File: src/rtl/uart_mdm_pkg.sv
// Shared register addresses, bit positions and line bundle for the
// modem-control block. Assumes a 2-bit register select.
package uart_mdm_pkg;

    typedef enum logic [1:0] {
        ADR_MCTL  = 2'd0,
        ADR_MSTAT = 2'd1,
        ADR_FLOW  = 2'd2,
        ADR_IEN   = 2'd3
    } mdm_addr_e;

    localparam int BIT_DTR   = 0;
    localparam int BIT_RTS   = 1;
    localparam int BIT_ARTS  = 6;
    localparam int BIT_ACTS  = 7;
    localparam int BIT_MSIEN = 0;

    // Index order of the four modem lines inside every 4-bit bundle
    localparam int LN_CTS = 0;
    localparam int LN_DSR = 1;
    localparam int LN_RI  = 2;
    localparam int LN_DCD = 3;
    localparam int NLINES = 4;

endpackage

File: src/rtl/mdm_regs.sv
// Writable configuration registers: control (DTR/RTS request bits),
// flow enables and interrupt enable. Assumes writes are single-cycle strobes.
module mdm_regs
    import uart_mdm_pkg::*;
(
    input  logic       clk,
    input  logic       rst_n,
    input  logic       wr_en,
    input  logic [1:0] addr,
    input  logic [7:0] wr_data,
    output logic       req_dtr,
    output logic       req_rts,
    output logic       auto_cts,
    output logic       auto_rts,
    output logic       msi_en
);

    // Capture register fields on a write strobe
    always_ff @(posedge clk) begin
        if (!rst_n) begin
            req_dtr  <= 1'b0;
            req_rts  <= 1'b0;
            auto_cts <= 1'b0;
            auto_rts <= 1'b0;
            msi_en   <= 1'b0;
        end else if (wr_en) begin
            case (mdm_addr_e'(addr))
                ADR_MCTL: begin
                    req_dtr <= wr_data[BIT_DTR];
                    req_rts <= wr_data[BIT_RTS];
                end
                ADR_FLOW: begin
                    auto_cts <= wr_data[BIT_ACTS];
                    auto_rts <= wr_data[BIT_ARTS];
                end
                ADR_IEN:  msi_en <= wr_data[BIT_MSIEN];
                default:  ;
            endcase
        end
    end

endmodule

File: src/rtl/mdm_status.sv
// Synchronises the four active-low modem inputs and keeps sticky change
// flags. Assumes SYNC_STAGES >= 2; the ring flag fires on ring end only.
module mdm_status
    import uart_mdm_pkg::*;
#(
    parameter int SYNC_STAGES = 2
)(
    input  logic              clk,
    input  logic              rst_n,
    input  logic [NLINES-1:0] lines_n,
    input  logic              clr,
    output logic [NLINES-1:0] live,
    output logic [NLINES-1:0] delta
);

    localparam int LAST = SYNC_STAGES - 1;

    logic [SYNC_STAGES-1:0][NLINES-1:0] stg;
    logic [NLINES-1:0] fresh;

    // Shift the inverted inputs through the synchroniser chain
    always_ff @(posedge clk) begin
        if (!rst_n) stg <= '0;
        else        stg <= {stg[LAST-1:0], ~lines_n};
    end

    // Detect the change that the final stage is about to take
    always_comb begin
        fresh         = stg[LAST-1] ^ stg[LAST];
        fresh[LN_RI]  = stg[LAST][LN_RI] & ~stg[LAST-1][LN_RI];
    end

    // Sticky flags, cleared by a status read; a new change wins over clear
    always_ff @(posedge clk) begin
        if (!rst_n) delta <= '0;
        else        delta <= (clr ? '0 : delta) | fresh;
    end

    assign live = stg[LAST];

endmodule

File: src/rtl/mdm_flow.sv
// Automatic flow control: receive-level hold with hysteresis driving RTS,
// and CTS gating of new transmit characters. Assumes HYST < 2**LVL_W.
module mdm_flow #(
    parameter int LVL_W = 8,
    parameter int HYST  = 4
)(
    input  logic             clk,
    input  logic             rst_n,
    input  logic             auto_cts,
    input  logic             auto_rts,
    input  logic             req_rts,
    input  logic             cts_live,
    input  logic [LVL_W-1:0] rx_level,
    input  logic [LVL_W-1:0] rx_trigger,
    output logic             rts_n,
    output logic             tx_allowed
);

    localparam logic [LVL_W:0] HYST_W = (LVL_W+1)'(HYST);

    logic           hold;
    logic [LVL_W:0] lvl_plus;
    logic           at_trig;
    logic           below_band;

    // Compare fill level against trigger and release threshold
    always_comb begin
        lvl_plus   = {1'b0, rx_level} + HYST_W;
        at_trig    = rx_level >= rx_trigger;
        below_band = (lvl_plus < {1'b0, rx_trigger}) || (rx_level == '0);
    end

    // Receive hold state with hysteresis
    always_ff @(posedge clk) begin
        if (!rst_n || !auto_rts) hold <= 1'b0;
        else if (at_trig)        hold <= 1'b1;
        else if (below_band)     hold <= 1'b0;
    end

    assign rts_n      = ~(req_rts & ~hold);
    assign tx_allowed = ~auto_cts | cts_live;

endmodule

File: src/rtl/uart_mdm_flow_ctl.sv
// Top of the modem-control block: register read mux, pin drive and the
// modem-status interrupt. Assumes a single-cycle read strobe per access.
module uart_mdm_flow_ctl
    import uart_mdm_pkg::*;
#(
    parameter int SYNC_STAGES = 2,
    parameter int LVL_W       = 8,
    parameter int HYST        = 4
)(
    input  logic             clk,
    input  logic             rst_n,
    input  logic             reg_wr,
    input  logic             reg_rd,
    input  logic [1:0]       reg_addr,
    input  logic [7:0]       wr_data,
    output logic [7:0]       rd_data,
    input  logic             cts_n,
    input  logic             dsr_n,
    input  logic             ri_n,
    input  logic             dcd_n,
    output logic             dtr_n,
    output logic             rts_n,
    output logic             irq_msr,
    output logic             tx_allowed,
    input  logic [LVL_W-1:0] rx_level,
    input  logic [LVL_W-1:0] rx_trigger
);

    logic              req_dtr, req_rts, auto_cts, auto_rts, msi_en;
    logic [NLINES-1:0] live, delta, lines_n;
    logic              stat_clr;

    assign lines_n  = {dcd_n, ri_n, dsr_n, cts_n};
    assign stat_clr = reg_rd && (mdm_addr_e'(reg_addr) == ADR_MSTAT);

    mdm_regs u_regs (
        .clk(clk), .rst_n(rst_n), .wr_en(reg_wr), .addr(reg_addr),
        .wr_data(wr_data), .req_dtr(req_dtr), .req_rts(req_rts),
        .auto_cts(auto_cts), .auto_rts(auto_rts), .msi_en(msi_en)
    );

    mdm_status #(.SYNC_STAGES(SYNC_STAGES)) u_stat (
        .clk(clk), .rst_n(rst_n), .lines_n(lines_n), .clr(stat_clr),
        .live(live), .delta(delta)
    );

    mdm_flow #(.LVL_W(LVL_W), .HYST(HYST)) u_flow (
        .clk(clk), .rst_n(rst_n), .auto_cts(auto_cts), .auto_rts(auto_rts),
        .req_rts(req_rts), .cts_live(live[LN_CTS]), .rx_level(rx_level),
        .rx_trigger(rx_trigger), .rts_n(rts_n), .tx_allowed(tx_allowed)
    );

    // Select read data for the addressed register
    always_comb begin
        case (mdm_addr_e'(reg_addr))
            ADR_MCTL:  rd_data = {6'b0, req_rts, req_dtr};
            ADR_MSTAT: rd_data = {live, delta};
            ADR_FLOW:  rd_data = {auto_cts, auto_rts, 6'b0};
            default:   rd_data = {7'b0, msi_en};
        endcase
    end

    assign dtr_n   = ~req_dtr;
    assign irq_msr = msi_en & (|delta);

endmodule

File: config.mk
export PLATFORM = sky130hd
export DESIGN_NAME = uart_mdm_flow_ctl
export DESIGN_NICKNAME = d
export VERILOG_FILES = /design/src/rtl/uart_mdm_pkg.sv /design/src/rtl/mdm_regs.sv /design/src/rtl/mdm_status.sv /design/src/rtl/mdm_flow.sv /design/src/rtl/uart_mdm_flow_ctl.sv
export SDC_FILE = /design/constraint.sdc
export NUM_CORES = 1
export LEC_CHECK = 0
export ABC_AREA = 0
export CAP_MARGIN = 25
export CORE_ASPECT_RATIO = 1.75
export CORE_MARGIN = 5
export CORE_UTILIZATION = 43
export CTS_CLUSTER_SIZE = 20
export DETAILED_ROUTE_END_ITERATION = 10
export PLACE_DENSITY_LB_ADDON = 0.12
export SLEW_MARGIN = 15
export SYNTH_ARGS = -nofsm -noshare
export SYNTH_HDL_FRONTEND = slang
export SYNTH_SLANG_ARGS = --single-unit
File: constraint.sdc
create_clock -name clk -period 2.6 [get_ports clk]
set_input_delay 0.65 -clock clk [delete_from_list [all_inputs] [get_ports clk]]
set_output_delay 0.65 -clock clk [all_outputs]
set_load 0.01 [all_outputs]
---- After elaboration in Yosys (flattened, before gate mapping) ----
Index checks and enable logic that the tools add are counted.
storage, ports and cells
  latch bits .............................. 0
  bits in registers ....................... 18
  memories ................................ 0
  word-level logic and storage cells ...... 43
  memory bits (writable) .................. 0
  bits of input ports ..................... 34
  memory bits (read-only) ................. 0
  output and inout port bits .............. 12
operators by class
  shift-type cells ........................ 0
  bitwise gates (word level) .............. 12
  equal/unequal tests ..................... 3
  divide/modulo/power cells ............... 0
  multiplexer cells ....................... 4
  order comparisons ....................... 2
  multiply operators ...................... 0
  $add $sub $neg .......................... 1
  reduce and logical (&&, ||, !) cells .... 12
operators with widths
  kind                 number
  $pmux 8 s3           1
  $add 8x3->9 const B  1
  $lt 9x8->1           1
  $ge 8x8->1           1
  $logic_not 8->1      1
  $reduce_and 2->1     3
  $not 1->1            5
  $eq 2x2->1 const B   2
  $mux 4               1
  $not 4->4            1
  $or 4x4->4           1
  $reduce_or 4->1      1
  $xor 4x4->4          1
  $and 1x1->1          3
  $eq 2x1->1 const B   1
  $logic_not 1->1      2
  $logic_not 2->1      1
  $logic_or 1x1->1     2
  $mux 1               2
  $reduce_bool 2->1    1
  $logic_and 1x1->1    1
  $or 1x1->1           1

---- Logic depth before layout (Yosys ltp) ----
  depth after elaboration ................. 5
  gate-level depth with buffers ........... 8
  mapped depth without buffers ............ 8

---- Hierarchy ----
From an unflattened synthesis, not the netlist that was laid out.
second synthesis, totals
  cell total of the unflattened synthesis .. 138
  area, all modules ....................... 1249.9 um^2
modules (own cells, without submodules)
  module             cells each  area each (um^2)  instances  seq. area each (um^2)
  mdm_flow           62          488.0             1          20.0
  mdm_status         37          422.9             1          240.2
  mdm_regs           23          215.2             1          100.1
  uart_mdm_flow_ctl  16          123.9             1          0.0

---- Least setup slack after synthesis ----
OpenSTA, ideal clock, no wires.
  path kind ............................... input to register
  from .................................... in rx_level[2]
  to ...................................... reg u_flow.hold
  buffers on the path ..................... 0
  arrival ................................. 1.970 ns
  stages on the path ...................... 8
  data required time ...................... 2.467 ns
  path slack .............................. 0.497 ns
  setup time .............................. 0.133 ns
  cell sequence ........................... ha_1 -> nand3_1 -> xnor2_1 -> ha_1 -> a21oi_1 -> nand2_1 -> a2111oi_2 -> o22ai_1
between the ends
  word-level cells in the longest chain between the ends .. 4
  elaborated cells on any way between the ends .. 7
  classes of those cells .................. add/sub (1); order compare (2); mux (1); reduce/logical (3)
ends and longest elaborated chain
  item                                line                     text
  start: declaration                  uart_mdm_flow_ctl.sv:25  input logic [LVL_W-1:0] rx_level,
  $add 8x3->9                         mdm_flow.sv:28           lvl_plus = {1'b0, rx_level} + HYST_W;
  $lt 9x8->1                          mdm_flow.sv:30           below_band = (lvl_plus < {1'b0, rx_trigger}) || (rx_level == '0);
  $logic_or 1x1->1                    mdm_flow.sv:30
  $reduce_bool 2->1 (no source line)  --
  end signal: assignment              mdm_flow.sv:35           if (!rst_n || !auto_rts) hold <= 1'b0;
  end signal: assignment              mdm_flow.sv:36           else if (at_trig) hold <= 1'b1;
  end signal: assignment              mdm_flow.sv:37           else if (below_band) hold <= 1'b0;
  end: declaration                    mdm_flow.sv:21           logic hold;
Several ways; a longest one is shown, not always the timed one.
A chain may end at the register's enable or synchronous reset.

---- Worst setup path in the final report ----
  from .................................... in reg_addr[1]
  to ...................................... out rd_data[6]
between the ends
  word-level cells in the longest chain between the ends .. 2
  elaborated cells on any way between the ends .. 4
  classes of those cells .................. eq/ne (2); mux (1); reduce/logical (1)
ends and longest elaborated chain
  item                                line                     text
  start: declaration                  uart_mdm_flow_ctl.sv:14  input logic [1:0] reg_addr,
  $eq 2x2->1 (tied with other cells)  uart_mdm_flow_ctl.sv:55  case (mdm_addr_e'(reg_addr))
  $pmux 8 s3 *                        uart_mdm_flow_ctl.sv:55
  end: declaration                    uart_mdm_flow_ctl.sv:16  output logic [7:0] rd_data,
Every way passes the cells marked *; elsewhere a longest branch is shown, timed or not.

==> impl_results.md <==
- Gpl congestion: 0.803
- Global-route wire length before repair: 4540 um
- Die X: between 40 and 50 um
- CP required: approximately 2.0 ns
- DRC violations left: 0
- EDFF count, synth: 0
- Least-Margin Pin Slew: ~0.48 ns
- Worst-skew pair later-pin latency: about 0.25 ns
- RSZ-0062 raised after global routing: false
- Kind of critical path: primary input to output port
- Hold WC Path Type: flop to flop
- CP arrival: between 1.5 and 2 ns
- Period minus WS final: 2.52 ns
- CTS tree: done
- Netlist cell types: 32
- Share of cells above drive strength 1: between 10% and 20%
- Fillers: ~250
- Crit start category: primary input
- Synthesized cell area: 1190 um2
- FF+latch count, synth: 18
- Clock Sinks: 18
- Synth top area share: 30.3%
- Slew headroom: 67.9%
- Synth cell count leaders: 18 x dfxtp_1, 16 x ha_1, 13 x nor2b_1, 11 x inv_1
- Post-DP HPWL: ~2400 um
- Status: completed
- Final Util: between 60% and 70%
- DR pass1 iterations: 4
- Cell chosen for the clock root: clkbuf_8
- Leakage: about 0.78 nW
- Largest net degree at the start of global routing: 20
- Final-report hold violation count: 0
- Core area: about 2700 um2
- Finished Layout Cells: ~220
- Final setup violation count: 0
- Tot GR Track Use: 14.9%
- Highest clock rate: between 300 and 400 MHz
- Initial antenna violation count: 0
- Worst setup EP type: output port
- Total global routing overflow: 0
- Clk slew on worst S/H paths: 0.07 ns
- Mapped Avg Cell Area: between 8 and 9 um2
- Worst ir drop on vdd: between 0.2 and 0.3 mV
- Post-synth ARST share: 0%
- Crit Path Max Fanout: 6
- Vias in the first global route: ~1,100
- Main area contributors after synthesis: dfxtp_1 30%, ha_1 17%, nor2b_1 6.8%
- Seq/Total Area, Yosys: a little under a third
- Pwr Density: 401 nW/um2
- P&R area growth vs syn: 49.1%
- Vias: 1,109
- Setup TNS: 0 ns
- Final hold slack: 0.475 ns
- Area leader, netlist: dfxtp_1
- Tcrit/Tclk final: 97.0%
- Drt total wl: approximately 2800 um
- Post-CTS Hold Fix Bufs: 0
- Final Skew: around 0.0014 ns
- Input/output buffers: 41
- N_diodes: 0
- Post-DR vias/cell: ~5.2
- Synth Warn #: 0
- Cell row count: 25
- Die area: 3950 um2
- I/O Pins: 46
- Ys flop type: dfxtp_1
- Top-count cell post-synth: dfxtp_1
- Die H: slightly below 80 um
- Num CTS Buffers: 3
- Cells after DPL: ~210
- Initial Util: 44.1%
- Antenna-violating nets left: 0
- DRT iter0 DRCs: 9
- Slew Limit Fails: 0
- DR WL/cell: 13.2 um
- Clock tree buffer depth: 2
- Post-synth net total: about 190
- Maximum capacitance violations: 0
- Syn Inst Count: 136
- Htree depth: 1
- Nets: between 200 and 250
-- sequential cells by signal, summed over array words and instances, names as in the netlist --
| signal | cells |
|---|---|
| u_regs.msi_en | 1 |
| u_regs.auto_rts | 1 |
| u_regs.auto_cts | 1 |
| u_stat.stg | 4 |
| u_stat.live | 4 |
| u_stat.delta | 4 |
| u_regs.req_dtr | 1 |
| u_flow.hold | 1 |
| u_regs.req_rts | 1 |
-- worst max-delay path, cell delays in order --
cell	delay, ns
dlygate4sd2_1	0.31
and2b_1	0.21
a22o_1	0.23
clkdlybuf4s50_1	0.47
-- area by class of cell --
type | count | area [um2] | share of cell area, %
tap | 27 | 33.8 | 1.91
inverter | 11 | 41.3 | 2.33
sequential | 18 | 360 | 20.4
multi-input combinational | 104 | 798 | 45.1
timing repair buffer | 51 | 482 | 27.2
clock buffer | 4 | 55.1 | 3.11
-- metrics by stage --
| stage | instance area, um2 | power [mW] | setup WS, ns |
|---|---|---|---|
| 2_1_floorplan | 1190 | 0.392 | 0.497 |
| 3_3_place_gp | 1690 | 0.479 | -0.174 |
| 3_5_place_dp | 1690 | 0.488 | -0.232 |
| 4_1_cts | 1740 | 0.711 | 0.0282 |
| 5_1_grt | 1770 | 0.750 | 0.0213 |
| 6_report | 1770 | 0.711 | 0.0777 |
-- power breakdown --
part	leakage, nW	switching (mW)	internal [mW]	total, mW
combinational	0.605	0.0771	0.109	0.186
clock	0.0288	0.0904	0.135	0.225
sequential	0.148	0.0100	0.290	0.300
total	0.782	0.178	0.533	0.711
-- what timing repair did --
item,CTS,global route
setup endpoints to repair,8,1
pin swaps,0,1
cloned,0,0
gates resized for setup,3,4
setup buffers,0,0
-- worst paths after layout --
check                            startpoint                          to  slack, ns  cells after the start
setup reg to reg  u_stat.live[0]$_SDFF_PN0_  u_stat.delta[0]$_SDFF_PN0_       1.84                      3
hold / removal     u_stat.stg[2]$_SDFF_PN0_   u_stat.live[2]$_SDFF_PN0_       0.47                      1
hold reg to reg    u_stat.stg[2]$_SDFF_PN0_   u_stat.live[2]$_SDFF_PN0_       0.47                      1
setup / recovery                reg_addr[1]                  rd_data[6]       0.08                      4
-- cell families after synthesis --
group           after synthesis  synth area share, %
compound gates               22                 12.6
mux                           4                 3.37
simple gates                 55                 26.9
buf+inv                      14                 4.74
fa+ha+maj                    16                 16.9
xor+xnor                      7                 5.16
flops                        18                 30.3
-- layout by cell type (no fill, tap or decap), types with 4 or more instances in the layout --
cell,Yosys,final
and2_1,8,8
clkbuf_8,0,4
ha_1,16,15
nand3_1,10,9
nand2_1,8,8
dfxtp_1,18,18
nor2_1,4,4
buf_4,1,10
clkdlybuf4s50_1,0,38
inv_1,11,11
nor2b_1,13,13
mux2i_1,4,4
a21oi_1,10,10
xor2_1,4,4
-- routing by layer --
metal  global-route usage (%)  share of wire (%)  vias up
met3                     2.62                6.2        7
li1                         -                  -      575
met5                        0                  0        -
met4                     9.97                3.5        0
met1                     11.5                 32      494
met2                     30.6                 58       33
No activity file was read; power rests on OpenSTA's default activity.
